**src/rtl/ostg_pkg.sv**
```systemverilog
package ostg_pkg;
  localparam int unsigned LANES = 8;
  localparam int unsigned IDX_W = 3;

  typedef enum logic [1:0] {
    OS_X1 = 2'd0,
    OS_X2 = 2'd1,
    OS_X4 = 2'd2,
    OS_X8 = 2'd3
  } os_sel_e;

  function automatic logic [IDX_W:0] lane_count(input logic [1:0] sel);
    return (IDX_W+1)'(1) << sel;
  endfunction
endpackage

```
**src/rtl/ostg_thresh.sv**
```systemverilog
module ostg_thresh
  import ostg_pkg::*;
#(
  parameter int unsigned CW = 16
) (
  input  logic [CW-1:0]             trig_i,
  input  logic [1:0]                sel_i,
  output logic [LANES-1:0][CW-1:0] thr_o,
  output logic [LANES-1:0]         en_o
);
  localparam int unsigned PW = CW + IDX_W;

  logic [IDX_W:0] n_lanes;
  assign n_lanes = lane_count(sel_i);

  for (genvar k = 0; k < LANES; k++) begin : g_lane
    logic [PW-1:0] prod;
    logic [PW-1:0] frac;
    assign prod = PW'(k + 1) * PW'(trig_i);
    assign frac = prod >> sel_i;
    // final lane pinned to the exact trigger value
    assign thr_o[k] = ((IDX_W+1)'(k + 1) == n_lanes) ? trig_i : frac[CW-1:0];
    assign en_o[k]  = ((IDX_W+1)'(k) < n_lanes);
  end
endmodule

```
**src/rtl/ostg_match.sv**
```systemverilog
module ostg_match
  import ostg_pkg::*;
#(
  parameter int unsigned CW = 16
) (
  input  logic [CW-1:0]             cnt_i,
  input  logic [LANES-1:0][CW-1:0] thr_i,
  input  logic [LANES-1:0]         en_i,
  output logic                      hit_o,
  output logic [IDX_W-1:0]          idx_o
);
  logic [LANES-1:0] eq;

  for (genvar k = 0; k < LANES; k++) begin : g_cmp
    assign eq[k] = en_i[k] && (thr_i[k] != '0) && (cnt_i == thr_i[k]);
  end

  // highest matching lane wins
  always_comb begin
    idx_o = '0;
    for (int k = 0; k < LANES; k++) begin
      if (eq[k]) idx_o = IDX_W'(k);
    end
  end

  assign hit_o = |eq;
endmodule

```
**src/rtl/ostg_sample_trig.sv**
```systemverilog
module ostg_sample_trig
  import ostg_pkg::*;
#(
  parameter int unsigned CW = 16
) (
  input  logic             clk_i,
  input  logic             rst_ni,
  input  logic             period_start_i,
  input  logic [CW-1:0]    cnt_i,
  input  logic [CW-1:0]    trig_pos_i,
  input  logic [1:0]       os_sel_i,
  output logic             sample_o,
  output logic [IDX_W-1:0] sample_idx_o
);
  logic [LANES-1:0][CW-1:0] thr_d, thr_q;
  logic [LANES-1:0]         en_d, en_q;
  logic [CW-1:0]            trig_q;
  logic [1:0]               sel_q;
  logic                     hit;
  logic [IDX_W-1:0]         hit_idx;

  ostg_thresh #(.CW(CW)) u_thresh (
    .trig_i (trig_pos_i),
    .sel_i  (os_sel_i),
    .thr_o  (thr_d),
    .en_o   (en_d)
  );

  ostg_match #(.CW(CW)) u_match (
    .cnt_i  (cnt_i),
    .thr_i  (thr_q),
    .en_i   (en_q),
    .hit_o  (hit),
    .idx_o  (hit_idx)
  );

  always_ff @(posedge clk_i or negedge rst_ni) begin
    if (!rst_ni) begin
      thr_q  <= '0;
      en_q   <= '0;
      trig_q <= '0;
      sel_q  <= 2'(OS_X1);
    end else if (period_start_i) begin
      thr_q  <= thr_d;
      en_q   <= en_d;
      trig_q <= trig_pos_i;
      sel_q  <= os_sel_i;
    end
  end

  always_ff @(posedge clk_i or negedge rst_ni) begin
    if (!rst_ni) begin
      sample_o     <= 1'b0;
      sample_idx_o <= '0;
    end else begin
      sample_o     <= hit && !period_start_i;
      sample_idx_o <= (hit && !period_start_i) ? hit_idx : '0;
    end
  end
endmodule

```
**config.mk**
```make
export PLATFORM = sky130hd
export DESIGN_NAME = ostg_sample_trig
export DESIGN_NICKNAME = d
export VERILOG_FILES = /design/src/rtl/ostg_pkg.sv /design/src/rtl/ostg_thresh.sv /design/src/rtl/ostg_match.sv /design/src/rtl/ostg_sample_trig.sv
export SDC_FILE = /design/constraint.sdc
export NUM_CORES = 1
export LEC_CHECK = 0
export BUFFER_PORTS_ARGS = -buffer_cell sky130_fd_sc_hd__buf_2
export CAP_MARGIN = 0
export CORE_ASPECT_RATIO = 1.4
export CORE_MARGIN = 2
export CORE_UTILIZATION = 40
export CTS_BUF_LIST = sky130_fd_sc_hd__clkbuf_2 sky130_fd_sc_hd__clkbuf_4 sky130_fd_sc_hd__clkbuf_8
export DETAILED_ROUTE_END_ITERATION = 16
export HOLD_SLACK_MARGIN = 0.02
export PLACE_DENSITY = 0.57
export SLEW_MARGIN = 40
export SYNTH_ARGS = -nofsm -noshare
export SYNTH_HDL_FRONTEND = slang
export SYNTH_SLANG_ARGS = --single-unit
```
**constraint.sdc**
```tcl
create_clock -name clk_i -period 2.3 [get_ports clk_i]
set_input_delay 0.23 -clock clk_i [delete_from_list [all_inputs] [get_ports clk_i]]
set_output_delay 0.23 -clock clk_i [all_outputs]
set_load 0.03 [all_outputs]
```
==> Word level (Yosys, flattened, before mapping) <==
Index checks and enable logic that the tools add are counted.
W data, S select, Z words.
{ "word_totals": {"out_inout_bits": 4, "wordCells": 91, "regBits": 140, "inputBits": 37} }
{ "classes": {"reduce_logical": 27, "multipliers": 4, "shifts": 9, "magnitude_cmp": 8, "n_mux": 16, "eq_ne": 16} }
{ "op_table": {"columns": ["cell", "count"], "rows": [
  ["$eq A16 B16 Y1", 8],
  ["$mux W16", 8],
  ["$reduce_bool A16 Y1", 8],
  ["$shr A19 B2 Y16", 4],
  ["$mul A3 B16 Y19 const A", 2],
  ["$mul A2 B16 Y18 const A", 2],
  ["$shr A18 B2 Y16", 2],
  ["$logic_and A1 B1 Y1", 17],
  ["$shr A17 B2 Y16", 1],
  ["$eq A3 B4 Y1 const A", 4],
  ["$lt A3 B4 Y1 const A", 4],
  ["$shr A16 B2 Y16", 1],
  ["$mux W3", 5],
  ["$eq A2 B4 Y1 const A", 2],
  ["$lt A1 B4 Y1 const A", 2],
  ["$lt A2 B4 Y1 const A", 2],
  ["$reduce_or A8 Y1", 1],
  ["$eq A1 B4 Y1 const A", 1],
  ["$eq A4 B4 Y1 const A", 1],
  ["$mux W2", 2],
  ["$shl A1 B2 Y4 const A", 1],
  ["$logic_not A1 Y1", 1],
  ["$mux W1", 1]
]} }

==> Depth between registers and ports, before layout <==
Gate-level depths: netlist of run 1.
{ "depth": {"ltp_word": 11, "ltp_mapped": 12, "mapped_depth_nobuf": 12} }

==> Hierarchy <==
Synthesis of run 1 repeated with hierarchy kept, for this count alone.
{ "unflattened": {"cells_unflattened": 1190, "hier_area_um2": 12731.0} }
{ "by_module_without_submodules": {"columns": ["module", "n_inst", "area_per_inst_um2", "seq_area_each_um2", "cells_each"], "rows": [
  ["ostg_sample_trig", 1, 5576.6, 3503.4, 296],
  ["ostg_thresh", 1, 5221.3, 0.0, 647],
  ["ostg_match", 1, 1933.1, 0.0, 247]
]} }

==> Worst setup path before layout of run 1 <==
Ideal clock, no wire load.
{ "synth_timing": {"path_kind": "in2reg", "startpoint": "in trig_pos_i[0]", "endpoint": "reg thr_q[110] (netlist name)", "stages": 11, "slack_ps": -663, "t_arrival_ps": 2829, "t_required_ps": 2166, "setup_time_ps": 134, "cell_sequence": "fa_1 -> ha_1 -> fa_1 -> a21oi_1 -> o2bb2ai_2 -> o41ai_4 -> o21ai_0 -> xnor2_1 -> a221o_1 -> o211ai_1 -> o211ai_1"} }
{ "synth_via": {"elab_chain_len": 3} }
{ "synth_rtl": {"columns": ["element", "line_no", "source"], "rows": [
  ["start, declared", "ostg_sample_trig.sv:10", "input logic [CW-1:0] trig_pos_i,"],
  ["$mul A3 B16 Y19", "ostg_thresh.sv:19", "assign prod = PW'(k + 1) * PW'(trig_i);"],
  ["$shr A19 B2 Y16", "ostg_thresh.sv:20", "assign frac = prod >> sel_i;"],
  ["$mux W16", "ostg_thresh.sv:22", "assign thr_o[k] = ((IDX_W+1)'(k + 1) == n_lanes) ? trig_i : frac[CW-1:0];"],
  ["end signal, assigned", "ostg_sample_trig.sv:44", "thr_q <= thr_d;"],
  ["end, declared", "ostg_sample_trig.sv:15", "logic [LANES-1:0][CW-1:0] thr_d, thr_q;"]
]} }
Every way passes these cells.
A chain may end at the register's enable or synchronous reset.

==> Worst setup path after layout of run 1 <==
{ "layout_timing": {"startpoint": "in trig_pos_i[0]", "endpoint": "reg thr_q[111] (netlist name)"} }
The elaborated chain is that of the path after synthesis.

==> results of run 1 <==
## registers in the layout, summed over array words and instances, names as in the netlist
| signal | cells |
|---|---|
| en_q | 5 |
| sample_idx_o | 3 |
| sample_o | 1 |
| thr_q | 128 |
## final cells by class
type                    count  share of cell area, %
inverters                  94                   2.53
clock inverters            12                   1.01
well taps                 328                   2.95
multi-input cells         920                   53.3
repair buffers            247                   13.6
clock buffers              20                   1.98
flip-flops and latches    137                   24.6
diodes                      1                 0.0180
## through the flow
| step | instance area, um2 | util (%) |
|---|---|---|
| finish | 13900 | 52.3 |
| global route | 13900 | 52.3 |
| CTS | 13600 | 51.1 |
| detailed placement | 12700 | 47.6 |
| global placement | 12700 | 47.6 |
| floorplan | 10900 | - |
## repair_timing
item,4_1_cts,5_1_grt
gates resized for setup,75,60
setup buffers,16,8
hold endpoints to repair,43,0
pin swaps,40,40
endpoints found under the setup margin,45,48
gates cloned,0,0
hold buffers,1,0
## cell usage in the layout (no fill, tap or decap), types with 5 or more instances in the layout
cell type	synthesis	final
xnor2_2	0	10
buf_2	9	30
a22o_1	6	6
o21ai_2	0	7
o21a_1	29	28
dfrtp_1	137	137
xor2_1	43	41
mux2_2	12	8
nand3_1	32	31
nor3_1	10	8
nor2_1	73	70
nor2b_1	6	5
nand4_1	38	38
buf_6	0	14
mux2i_1	35	32
clkbuf_8	0	20
a211oi_1	19	15
ha_4	0	18
ha_1	60	40
o21ai_0	96	75
buf_4	2	196
o21ai_1	7	21
mux2_4	1	5
xnor2_1	118	107
o211ai_1	14	14
a21oi_1	51	38
a21o_1	25	25
nor4_1	44	43
inv_1	91	89
a21oi_2	1	13
nand2_1	81	81
fa_1	18	14
## power groups by stage
stage	combinational, mW	clock [mW]	sequential, mW
6_report	3.92	2.07	3.27
5_1_grt	4.32	2.21	3.30
4_1_cts	3.75	2.08	3.26
3_5_place_dp	3.50	0	3.31
3_3_place_gp	3.47	0	3.30
2_1_floorplan	2.24	0	3.13
## worst max path at each step
stage             startpoint    endpoint  slack [ns]  cells after the start
6_report       trig_pos_i[0]  thr_q[111]       -0.24                     12
5_1_grt        trig_pos_i[0]  thr_q[109]       -0.38                     12
4_1_cts        trig_pos_i[0]  thr_q[109]       -0.24                     12
3_5_place_dp   trig_pos_i[1]  thr_q[109]       -0.87                     12
3_3_place_gp   trig_pos_i[1]  thr_q[109]       -0.84                     12
2_1_floorplan  trig_pos_i[0]  thr_q[110]       -0.55                     11
## metal layers
layer,vias to the layer above,global-route usage (%)
met4,0,12.1
met3,68,2.81
met1,4790,31.7
met2,232,46.2
met5,-,0
li1,4740,-
## kinds of logic after synthesis
| group | share of synthesized area [%] |
|---|---|
| mux | 4.86 |
| xor+xnor | 13.1 |
| buf+inv | 5.68 |
| flops | 31.9 |
| fa+ha+maj | 10.3 |
| compound gates | 19.7 |
| simple gates | 14.4 |
==> impl_results.md, run 1 <==
- FP Rows: 71
- Power, Total: 9.26 mW
- Max Root-Sink Buffers: 2
- Yosys cell types: 78
- Part of the power in registers: 35.3%
- Cell taking the most area after synthesis: dfrtp_1
- Initial antenna violation count: 1
- CP max-delay cell: fa_1
- Vias in the first global route: 10164
- Switching power total: 3.46 mW
- Unrepaired setup endpoints after global routing: yes
- Hold Path Class: primary input to async pin
- Hold Violations, Final: 0
- Slew of the pin with the lowest slew margin: 0.853 ns
- Final cycle utilization of the critical path: 110%
- Yosys warns: 0
- Setup WS post-layout: -0.238 ns
- Register area: 0.00343 mm2
- Met2 wire length: 18.5 mm
- Met3 WL post-DR: 1.17 mm
- Fmax: 0.394 GHz
- Ys async rst share: 100%
- M1 WL: 14.6 mm
- Prevailing post-synth register cell: dfrtp_1
- Tot GR Track Use: 26.1%
- CP Capture Type: flip-flop
- HPWL Detailed: 27.6 mm
- Root buffer cell: clkbuf_8
- Worst slew margin: 42.9%
- TNS Setup: -2.60 ns
- Vias after detailed routing: 9830
- Max-slew violation count: 0
- TritonCTS buffer count: 17
- RR Startpoint: thr_q[76]
- Max-cap viol count: 0
- Comb power frac: 42.3%
- Clock latency on the worst-skew pair: 0.47 ns
- IO Pins: 41
- Post-route DRC: 0
- Yosys reg bits: 137
- P&R area growth vs syn: 29.4%
- WP data required: 2.65 ns
- Buf+Inv Stages, Crit Path: 1
- Crit path launch type: primary input
- DIE AREA: 0.0283 mm2
- Cell area after synthesis: 0.0108 mm2
- Cells after synthesis: 1215
- Syn nets: 1330
- Final cell count without fillers: 1759
- Lkg Pwr: 6.11 nW
- Pwr dens: 665 mW/mm2
- First-pass GRT wire length: 56.3 mm
- Gp weighted congestion: 0.892
- Gr ovfl total: 0
- Footprint of the multi-input gates: 0.00742 mm2
- Inst Count DP: 1703
- Crit path kind: primary input to flip-flop
- Top sig layer: met4
- Status: complete, but fails checks
- H-tree levels: 4
- Skew final: 0.0146 ns
- Avg WL per Cell: 20.3 um
- Largest net degree at the start of global routing: 147
- IO buf count: 40
- Final wirelength: 35.7 mm
- Crit path top cell by count: a21oi_2
- Yosys top cell area share: 31.9%
- Pre-CTS setup slack: -0.869 ns
- TritonCTS clock tree: yes
- P_int: 5.81 mW
- Seq/Total Area, Yosys: 31.9%
- Clock transition at path regs: 0.09 ns
- Die Wd: 143 um
- Max VDD drop: 0.370 mV
- Core area: 0.0267 mm2
- Clock power share: 22.3%
- Vias per cell: 5.59
- Antenna-violating nets left: 0
- Final min period: 2.54 ns
- RR Endpoint: sample_idx_o[0]
- Worst R2R Setup Slack: 0.16 ns
- Final Setup Violations: 26
- Failing checks: setup timing
- Hold Worst Slack: 0.266 ns
- Peak per-stage delay on the critical path: 0.47 ns
- Initial DRC Count: 523
- Post-synthesis average cell area: 8.86 um2
- Data arrival, critical path: 2.89 ns
- Max Fanout on Critical Path: 3
- Layout cells sized above 1: 28.5%
- Post-synth EDFFs: 0
- Crit-path cells: buf_8 > fa_1 > ha_2 > fa_2 > a21oi_2 > o2bb2ai_2 > o41ai_4 > o221ai_2 > a21oi_2 > and2b_1 > o311ai_2 > nand3_1
- Nets: 1532
- Ranking of synthesized cells by area: dfrtp_1 32%, xnor2_1 9.6%, ha_1 7.0%
- Top post-synthesis cells by count: 137 x dfrtp_1, 118 x xnor2_1, 96 x o21ai_0
- Die H: 198 um
- Initial core utilization: 40.4%
- Crit-path leading delay family: compound AO/OA/AOI/OAI gates
- Count leader, synth: dfrtp_1
- Sw frac: 37.3%
- Drt pass-1 iters: 5
- Worst reg2reg path depth: 8
- Sink Count: 137
- Number of fill cells: 2506
Note: power is estimated with default switching activity, not from simulation.
==> run 2: changes to the inputs <==
--- a/config.mk
+++ b/config.mk
@@ -14,7 +14,9 @@
 export DETAILED_ROUTE_END_ITERATION = 16
 export HOLD_SLACK_MARGIN = 0.02
 export PLACE_DENSITY = 0.57
+export SKIP_CTS_REPAIR_TIMING = 1
 export SLEW_MARGIN = 40
 export SYNTH_ARGS = -nofsm -noshare
 export SYNTH_HDL_FRONTEND = slang
 export SYNTH_SLANG_ARGS = --single-unit
+export TNS_END_PERCENT = 20
==> run 2 against run 1 <==
Effect of this change: the flow still finishes with violations (setup timing); power fell by 2.8%; global-route usage shrank 0.43 points; non-clock buffer count up 3; first-iteration DRC count grew 17%; cell count grew 0.11%; worst hold slack lost 0.070 ns; final area down 1.8%; via count grew 0.77%; critical path type unchanged.
==> impl_results.md, run 2 (same netlist as run 1, synthesis figures left out) <==
- WP data required: 2.64 ns (about the same)
- Gp weighted congestion: 0.908 (+1.8%)
- Core area: 0.0267 mm2 (unchanged)
- Root buffer cell: clkbuf_8
- RR Startpoint: thr_q[110]
- Vias in the first global route: 9857 (-3.0%)
- Number of fill cells: 2521 (+0.60%)
- Inst Count DP: 1719 (+0.94%)
- Setup WS post-layout: -0.245 ns (-0.00699 ns)
- Max Root-Sink Buffers: 2 (unchanged)
- Largest register by flop count: thr_q
- IO buf count: 40 (unchanged)
- IO Pins: 41 (unchanged)
- Worst reg2reg path depth: 8 (unchanged)
- Initial antenna violation count: 0 (-1)
- Antenna diode instance count: 0 (-1)
- Die H: 198 um (unchanged)
- Worst slew margin: 49.1% (+6.2 points)
- TritonCTS clock tree: yes
- DIE AREA: 0.0283 mm2 (unchanged)
- Dpl cell area: 0.0128 mm2 (+0.53%)
- Drt pass-1 iters: 5 (unchanged)
- Max-cap viol count: 0 (unchanged)
- H-tree levels: 4 (unchanged)
- Layout cells sized above 1: 26.1% (-2.4 points)
- Slew of the pin with the lowest slew margin: 0.760 ns (-0.0927 ns)
- Setup crit start: trig_pos_i[4]
- FP Rows: 71 (unchanged)
- Most common cell after layout, fill and taps aside: buf_4
- Max-slew violation count: 0 (unchanged)
- Hold Worst Slack: 0.195 ns (-0.0705 ns)
- Pre-CTS setup slack: -0.882 ns (-0.0130 ns)
- Final cell count without fillers: 1761 (+0.11%)
- Failing checks: setup timing
- Clock power share: 21.1% (-1.2 points)
- Crit path kind: primary input to flip-flop
- Avg WL per Cell: 20.3 um (about the same)
- Lkg Pwr: 6.05 nW (-1.0%)
- Nets: 1535 (+0.20%)
- Post-route DRC: 0 (unchanged)
- Max VDD drop: 0.368 mV (-0.59%)
- Final Setup Violations: 25 (-3.8%)
- Vias per cell: 5.63 (+0.66%)
- Clock transition at path regs: 0.09 ns (about the same)
- Pwr dens: 658 mW/mm2 (-1.1%)
- Antenna-violating nets left: 0 (unchanged)
- Peak per-stage delay on the critical path: 0.56 ns (+0.09 ns)
- Max Fanout on Critical Path: 7 (+4)
- Gr ovfl total: 0 (unchanged)
- Initial DRC Count: 611 (+17%)
- Unrepaired setup endpoints after global routing: yes
- Fmax: 0.393 GHz (-0.27%)
- Initial core utilization: 40.4% (unchanged)
- Fin util: 51.3% (-0.92 points)
- Worst R2R Setup Slack: 0.04 ns (-0.12 ns)
- Hold Path Class: primary input to flip-flop
- Sw frac: 37.1% (-0.26 points)
- Max FFs per register: 128 (unchanged)
- HPWL Detailed: 27.9 mm (+0.76%)
- Sink Count: 137 (unchanged)
- Status: complete, but fails checks
- Crit-path cells: clkbuf_4 > fa_1 > ha_4 > a21o_1 > a31oi_4 > a21boi_1 > o21a_1 > nor2_2 > xnor2_1 > mux4_2 > mux2_4
- RR Endpoint: sample_idx_o[0]
- Largest net degree at the start of global routing: 146 (-0.68%)
- Biggest regs: thr_q x128, en_q x5, sample_idx_o x3
- Skew final: 0.0165 ns (+0.00193 ns)
- Final min period: 2.55 ns (+0.00699 ns)
- First-pass GRT wire length: 55.6 mm (-1.2%)
- Die Wd: 143 um (unchanged)
- P&R area growth vs syn: 27.1%
- Crit path launch type: primary input
- Final wirelength: 35.7 mm (about the same)
- Most frequent cells in the layout: 198 x buf_4, 137 x dfrtp_1, 115 x xnor2_1
- CP Capture Type: flip-flop
- Tot GR Track Use: 25.7% (-0.43 points)
- Clock latency on the worst-skew pair: 0.46 ns (about the same)
- Data arrival, critical path: 2.89 ns (about the same)
- TritonCTS buffer count: 17 (unchanged)
- Worst setup path endpoint: thr_q[102]
- Hold Violations, Final: 0 (unchanged)
- Part of the power in registers: 36.2% (+0.9 points)
- Finished layout cell area: 0.0137 mm2 (-1.8%)
- Comb power frac: 42.7% (+0.4 points)
- CP max-delay cell: fa_1
- P_int: 5.67 mW (-2.4%)
- Switching power total: 3.34 mW (-3.5%)
- Final cycle utilization of the critical path: 111% (+0.30 points)
- Vias after detailed routing: 9906 (+0.77%)
run 2: cell count changes in the layout (fill, tap and decap cells not counted), sizes merged:
cell    delta
inv        -2
bufinv     -1
clkbuf     +9
clkinv     -3
diode      -1
run 2: power by group through the flow:
stage	clock network (mW)	logic, mW	registers [mW]
floorplan	0	2.19	3.13
global placement	0	3.53	3.28
detailed placement	0	3.57	3.29
CTS	1.94	3.59	3.24
global route	2.04	4.21	3.29
finish	1.90	3.85	3.26
run 2: through the flow:
stage | power [mW] | setup TNS, ns
after floorplan | 5.32 | -6.32
after global placement | 6.81 | -32.58
after detailed placement | 6.86 | -34.82
after CTS | 8.78 | -8.64
after global routing | 9.54 | -6.11
final | 9.00 | -2.46
run 2: critical path, delay by kind of cell:
family,cells,cell delay (ns)
AOI/OAI and AO/OA,4,0.69
xor gates and xnor gates,1,0.11
adders and majority gates,2,0.78
buffers and inverters,1,0.18
muxes,2,0.73
and+or+nand+nor,1,0.15
run 2: worst min path at each step:
stage                               from        end  cells past startpoint
after global routing              rst_ni  thr_q[56]                      2
after floorplan                   rst_ni    en_q[0]                      0
after CTS                         rst_ni  thr_q[18]                      1
after detailed placement          rst_ni  thr_q[23]                      1
after global placement            rst_ni  thr_q[56]                      1
final                     period_start_i  thr_q[79]                      3
run 2: final cells by class:
class	count	area [um2]	share of cell area, %
Inverter	94	353	2.58
Sequential cell	137	3430	25.1
Timing Repair Buffer	250	1960	14.3
Clock inverter	6	66.3	0.485
Tap cell	328	410	3.00
Multi-Input combinational cell	920	7160	52.3
Clock buffer	26	308	2.25
run 2: routing by layer:
metal	track usage [%]	share of wire [%]	up-vias
met5	0	0	-
met2	43.9	49	272
met3	3.48	4.0	78
met4	10.4	4.1	0
li1	-	-	4740
met1	32.6	43	4816
